==> config.mk <==
export PLATFORM = sky130hd
export DESIGN_NAME = hdlc_evt_latch
export DESIGN_NICKNAME = d
export VERILOG_FILES = /design/src/rtl/hdlc_evt_pkg.sv /design/src/rtl/hdlc_evt_ctrl.sv /design/src/rtl/hdlc_evt_datapath.sv /design/src/rtl/hdlc_evt_latch.sv
export SDC_FILE = /design/constraint.sdc
export NUM_CORES = 1
export LEC_CHECK = 0
export ABC_AREA = 1
export BUFFER_PORTS_ARGS = -buffer_cell sky130_fd_sc_hd__clkbuf_2
export CORE_AREA = 2 2 48 50
export DETAILED_ROUTE_END_ITERATION = 7
export DIE_AREA = 0 0 50 52
export HOLD_SLACK_MARGIN = 0.05
export PLACE_DENSITY = 0.71
export SKIP_CTS_REPAIR_TIMING = 1
export SYNTH_ARGS = -nofsm -noshare
export SYNTH_HDL_FRONTEND = slang
export SYNTH_SLANG_ARGS = --single-unit
==> constraint.sdc <==
create_clock -name clk -period 0.8 [get_ports clk]
set_clock_uncertainty 0.2 [all_clocks]
set_input_delay 0.08 -clock clk [delete_from_list [all_inputs] [get_ports clk]]
set_output_delay 0.08 -clock clk [all_outputs]
set_load 0.02 [all_outputs]
==> src/rtl/hdlc_evt_pkg.sv <==
package hdlc_evt_pkg;
  localparam int NUM_EVT = 7;

  localparam int BIT_TX_END  = 0;
  localparam int BIT_TX_URUN = 1;
  localparam int BIT_TX_LWM  = 2;
  localparam int BIT_RX_HWM  = 3;
  localparam int BIT_RX_ABT  = 4;
  localparam int BIT_RX_SOP  = 5;
  localparam int BIT_RX_EOP  = 6;

  localparam logic [1:0] ADR_STAT = 2'd0;
  localparam logic [1:0] ADR_EN   = 2'd1;
  localparam logic [1:0] ADR_GRP  = 2'd2;

  typedef struct packed {
    logic [NUM_EVT-1:0] setVec;
    logic [NUM_EVT-1:0] clrMask;
    logic               enWr;
    logic               grpWr;
  } evtStrobe_t;
endpackage

==> src/rtl/hdlc_evt_ctrl.sv <==
module hdlc_evt_ctrl
  import hdlc_evt_pkg::*;
#(
  parameter int ADDR_W = 2,
  parameter int DATA_W = 8
) (
  input  logic              clk,
  input  logic              rstN,
  input  logic              txEndPulse,
  input  logic              txUnderrunPulse,
  input  logic              txFifoWrite,
  input  logic              txLowWmLevel,
  input  logic              rxHighWmLevel,
  input  logic              rxAbortPulse,
  input  logic              rxStartPulse,
  input  logic              rxEndPulse,
  input  logic [ADDR_W-1:0] hostAddr,
  input  logic              hostWr,
  input  logic [DATA_W-1:0] hostWdata,
  output evtStrobe_t        strb
);
  logic urunArmed;
  logic lowWmPrev;
  logic highWmPrev;
  logic lowWmRise;
  logic highWmRise;
  logic statWr;
  wire  unusedWdata = ^hostWdata[DATA_W-1:NUM_EVT];

  always_ff @(posedge clk) begin
    if (!rstN) begin
      urunArmed  <= 1'b1;
      lowWmPrev  <= 1'b0;
      highWmPrev <= 1'b0;
    end else begin
      lowWmPrev  <= txLowWmLevel;
      highWmPrev <= rxHighWmLevel;
      if (txUnderrunPulse)  urunArmed <= 1'b0;
      else if (txFifoWrite) urunArmed <= 1'b1;
    end
  end

  assign lowWmRise  = txLowWmLevel & ~lowWmPrev;
  assign highWmRise = rxHighWmLevel & ~highWmPrev;
  assign statWr     = hostWr && (hostAddr == ADDR_W'(ADR_STAT));

  always_comb begin
    strb = '0;
    strb.setVec[BIT_TX_END]  = txEndPulse | txUnderrunPulse;
    strb.setVec[BIT_TX_URUN] = txUnderrunPulse & urunArmed;
    strb.setVec[BIT_TX_LWM]  = lowWmRise;
    strb.setVec[BIT_RX_HWM]  = highWmRise;
    strb.setVec[BIT_RX_ABT]  = rxAbortPulse;
    strb.setVec[BIT_RX_SOP]  = rxStartPulse;
    strb.setVec[BIT_RX_EOP]  = rxEndPulse;
    strb.clrMask = statWr ? hostWdata[NUM_EVT-1:0] : '0;
    strb.enWr    = hostWr && (hostAddr == ADDR_W'(ADR_EN));
    strb.grpWr   = hostWr && (hostAddr == ADDR_W'(ADR_GRP));
  end


  wm_single_pulse_chk: assert property (@(posedge clk) disable iff (!rstN)
    strb.setVec[BIT_TX_LWM] |=> !strb.setVec[BIT_TX_LWM]);

  urun_single_chk: assert property (@(posedge clk) disable iff (!rstN)
    strb.setVec[BIT_TX_URUN] |=> !strb.setVec[BIT_TX_URUN]);
endmodule

==> src/rtl/hdlc_evt_datapath.sv <==
module hdlc_evt_datapath
  import hdlc_evt_pkg::*;
#(
  parameter int ADDR_W = 2,
  parameter int DATA_W = 8
) (
  input  logic              clk,
  input  logic              rstN,
  input  evtStrobe_t        strb,
  input  logic [DATA_W-1:0] hostWdata,
  input  logic [ADDR_W-1:0] hostAddr,
  output logic [DATA_W-1:0] hostRdata,
  output logic              irq
);
  logic [NUM_EVT-1:0] stat;
  logic [NUM_EVT-1:0] evtEn;
  logic               grpEn;
  wire  unusedWdata = ^hostWdata[DATA_W-1:NUM_EVT];

  always_ff @(posedge clk) begin
    if (!rstN) begin
      stat  <= '0;
      evtEn <= '0;
      grpEn <= 1'b0;
    end else begin
      stat <= (stat & ~strb.clrMask) | strb.setVec;
      if (strb.enWr)  evtEn <= hostWdata[NUM_EVT-1:0];
      if (strb.grpWr) grpEn <= hostWdata[0];
    end
  end

  assign irq = grpEn & (|(stat & evtEn));

  always_comb begin
    hostRdata = '0;
    case (hostAddr)
      ADDR_W'(ADR_STAT): hostRdata[NUM_EVT-1:0] = stat;
      ADDR_W'(ADR_EN):   hostRdata[NUM_EVT-1:0] = evtEn;
      ADDR_W'(ADR_GRP):  hostRdata[0] = grpEn;
      default:           hostRdata = '0;
    endcase
  end


  set_wins_chk: assert property (@(posedge clk) disable iff (!rstN)
    (strb.setVec != '0) |=> ((stat & $past(strb.setVec)) == $past(strb.setVec)));

  w1c_chk: assert property (@(posedge clk) disable iff (!rstN)
    ((strb.clrMask & ~strb.setVec) != '0) |=> ((stat & $past(strb.clrMask & ~strb.setVec)) == '0));

  hold_chk: assert property (@(posedge clk) disable iff (!rstN)
    (strb.setVec == '0 && strb.clrMask == '0) |=> $stable(stat));

  grp_off_chk: assert property (@(posedge clk) disable iff (!rstN)
    $fell(grpEn) |-> !irq);

  irq_src_chk: assert property (@(posedge clk) disable iff (!rstN)
    irq |-> (stat != '0));
endmodule

==> src/rtl/hdlc_evt_latch.sv <==
module hdlc_evt_latch
  import hdlc_evt_pkg::*;
#(
  parameter int ADDR_W = 2,
  parameter int DATA_W = 8
) (
  input  logic              clk,
  input  logic              rstN,
  input  logic              txEndPulse,
  input  logic              txUnderrunPulse,
  input  logic              txFifoWrite,
  input  logic              txLowWmLevel,
  input  logic              rxHighWmLevel,
  input  logic              rxAbortPulse,
  input  logic              rxStartPulse,
  input  logic              rxEndPulse,
  input  logic [ADDR_W-1:0] hostAddr,
  input  logic              hostWr,
  input  logic [DATA_W-1:0] hostWdata,
  output logic [DATA_W-1:0] hostRdata,
  output logic              irq
);
  evtStrobe_t strb;

  hdlc_evt_ctrl #(.ADDR_W(ADDR_W), .DATA_W(DATA_W)) uCtrl (
    .clk(clk), .rstN(rstN),
    .txEndPulse(txEndPulse), .txUnderrunPulse(txUnderrunPulse),
    .txFifoWrite(txFifoWrite), .txLowWmLevel(txLowWmLevel),
    .rxHighWmLevel(rxHighWmLevel), .rxAbortPulse(rxAbortPulse),
    .rxStartPulse(rxStartPulse), .rxEndPulse(rxEndPulse),
    .hostAddr(hostAddr), .hostWr(hostWr), .hostWdata(hostWdata),
    .strb(strb)
  );

  hdlc_evt_datapath #(.ADDR_W(ADDR_W), .DATA_W(DATA_W)) uData (
    .clk(clk), .rstN(rstN), .strb(strb),
    .hostWdata(hostWdata), .hostAddr(hostAddr),
    .hostRdata(hostRdata), .irq(irq)
  );
endmodule

==> impl_metrics.csv <==
group,metric,value,unit
worst_setup_path,endpoint_kind_of_the_worst_setup_timing_path,"output pin",
floorplanning,die_width,50,um
worst_setup_path,worst-r2r-cell-count,3,
cells_and_area,sequential_cell_area,380,um2
synth,post_synth_xor_xnor_area,0,
synth,post_synth_most_frequent_cells,"nand2_1, nor2_1, dfxtp_1",
worst_hold_path,whs_path_depth,2,
synth,synthAdderAreaFrac,0,
cells_and_area,area_growth,45.4,%
timing,period_share,1.71,
synth,synth_ff_type,"dfxtp_1",
route,drc,0,
synth,mappedNetlistNets,138,
clock_tree,tritoncts,"yes",
timing,unrepaired_setup_endpoints_after_global_routing,"yes",
global_routing,grt_max_degree,15,
floorplanning,core_region_area,2110,um2
synth,avgSynthCellArea,7.40,um2
synth,yosysSeqAreaShare,0.416,
global_routing,global_route.usage.total,0.172,
worst_hold_path,worst_hold_path_type,"input pin to flop",
cells_and_area,n_antenna_cell,0,
place,port_buffers,27,
place,place.detailed.hpwl,1540,um
clock_tree,clock_tree.htree_level_count,1,
route,post_drt_wl_per_cell,11.6,um
global_routing,grt_pass1_wl,3320,um
synth,synth_cells,117,
clock_tree,ctsRootBufferMaster,"clkbuf_4",
clock_tree,clock_latency,300,ps
route,drt.antenna.violating_nets,0,
timing,finalSetupViolCount,14,
route,wirelength,2110,um
global_routing,globalRouteOverflowTotal,0,
floorplanning,dieArea,2600,um2
worst_setup_path,critical_path_peak_fanout,3,
route,per_cell_via_count_in_the_routed_design,4.79,
synth,synth_mux_area_frac,0,
timing,final.setup.worst_slack,-569,ps
status,status,"finished with violations",
synth,post-synth-top-area-cell,"dfxtp_1",
synth,yosysUniqueCellTypes,19,
clock_tree,cts_buffer_depth,2,
synth,synth_top_area_frac,0.416,
floorplanning,placementRows,17,
status,failed_checks,"hold timing, setup timing",
cells_and_area,multi_input_logic_area,479,um2
worst_setup_path,setup.worst_path.class,"flop to output pin",
place,placed_area,1120,um2
cells_and_area,layout.cell_area.non_filler,1260,um2
synth,synth_top_family_by_area,"simple AND/OR/NAND/NOR gates",
clock_tree,path_clk_slew,100,ps
synth,synth_warnings,0,
synth,synth_area_leaders,"dfxtp_1, nand2_1, nor2_1, a22o_2, o21ai_0",
place,routabilityCongestion,0.821,
route,number_of_detailed_routing_iterations_run_before_antenna_repair,4,
synth,count_of_flip_flops_with_a_built_in_enable_after_synthesis,0,
clock_tree,clock_buffer_count_from_cts,3,
cells_and_area,nets,177,
timing,final_period_minus_worst_setup_slack,1370,ps
synth,synthesis.area,866,um2
timing,number_of_pins_with_negative_max_slew_slack_in_the_final_report,0,
worst_setup_path,start_kind,"flop",
floorplanning,die_boundary_height,52,um
route,routed-via-count,871,
power_and_ir_drop,peakVddDrop,0.000899,V
timing,report.final.hold_viol_count,18,
synth,ys_ff_latch,18,
worst_setup_path,cp.required,520,ps
cells_and_area,drive_gt1_frac,0.565,
timing,worst_hold_margin,-230,ps
cells_and_area,fillers,192,
power_and_ir_drop,pleak,0.638,nW
synth,yosys.cell_count.top_type,"nand2_1",
global_routing,first_global_vias,794,
run,max_cap_viols,0,
clock_tree,tritoncts_num_sinks,18,
worst_setup_path,timing.critical_path.arrival,1090,ps
power_and_ir_drop,power_density,1490,nW/um2
synth,synth_compound_gate_area_share,0.168,
cells_and_area,post-route-util,0.598,
floorplanning,floorplan.io_pins,30,
global_routing,antenna_violations_before_repair,0,
route,drt-initial-drc-count,14,
synth,synth-async-reset-ratio,0,
timing,maximum_achievable_frequency,730,MHz
place,pre_cts_slack,-294,ps
power_and_ir_drop,p_total,1.87,mW
floorplanning,starting_density,0.411,
synth,synth_simple_gate_area_share,0.312,
critical path, stage by stage (launching register included):
cell and delay, ps:
dfxtp_2 350, nand2_1 50, nand2_1 60, nor2_1 50, a21oi_2 140, buf_6 130
state kept, by name, summed over array words and instances, names as in the netlist:
name,cells
uCtrl.urunArmed,1
uCtrl.highWmPrev,1
uData.stat,7
uData.evtEn,7
uCtrl.lowWmPrev,1
uData.grpEn,1
path summary, 6_finish.rpt:
kind                                      from                            to  slack (ps)
setup / recovery      uData.stat[4]$_SDFF_PN0_                           irq        -570
hold reg to reg   uCtrl.urunArmed$_SDFFE_PN1P_      uData.stat[1]$_SDFF_PN0_         260
setup reg to reg   uData.evtEn[0]$_SDFFE_PN0P_   uData.evtEn[0]$_SDFFE_PN0P_         -90
hold / removal                 txUnderrunPulse  uCtrl.urunArmed$_SDFFE_PN1P_        -230
cell type report:
cell class,instances,area share
timing repair buffer,38,0.229
clock buffer,3,0.0179
sequential,18,0.302
inverter,13,0.0427
multi-input combinational,82,0.381
tap,28,0.0278
cell usage in the layout (no fill, tap or decap), types with 2 or more instances in the layout:
cell type,synthesis,routed
nand3_1,7,6
inv_4,1,2
o21ai_2,0,3
buf_4,1,8
a21oi_1,6,3
o21bai_1,2,2
inv_1,9,8
o21ai_1,0,4
dfxtp_2,0,16
buf_6,2,10
a21oi_2,0,3
nand3_2,3,4
a22o_2,6,5
nor2_2,1,3
nand2_1,24,21
nor2_1,22,19
clkbuf_2,1,19
clkbuf_4,0,3
dfxtp_1,18,2
inv_2,3,3
nand2_2,1,3
kinds of logic (layout without fill, tap and decap cells):
kind of cell	after synthesis	in the layout
compound gates	22	22
buf+inv	17	54
flops	18	18
other cells	1	1
simple gates	59	59
power by group:
group	total [mW]	switching, mW	internal, mW
registers	1.01	0.0430	0.965
clock network	0.452	0.276	0.176
logic	0.413	0.213	0.200
metal layers:
metal  global-route usage  vias up  wire (um)
li1                     -      448          -
met1                0.214      393        936
met2                0.279       25       1030
met3               0.0230        5         92
met4                0.111        0         51
met5                    0        -          0
metrics by stage:
stage,setup TNS (ps),cells
floorplan,-792,117
global placement,-5140,178
detailed placement,-5360,178
CTS,-4830,181
global route,-4960,182
finish,-4260,182
No activity file was read; power rests on OpenSTA's default activity.
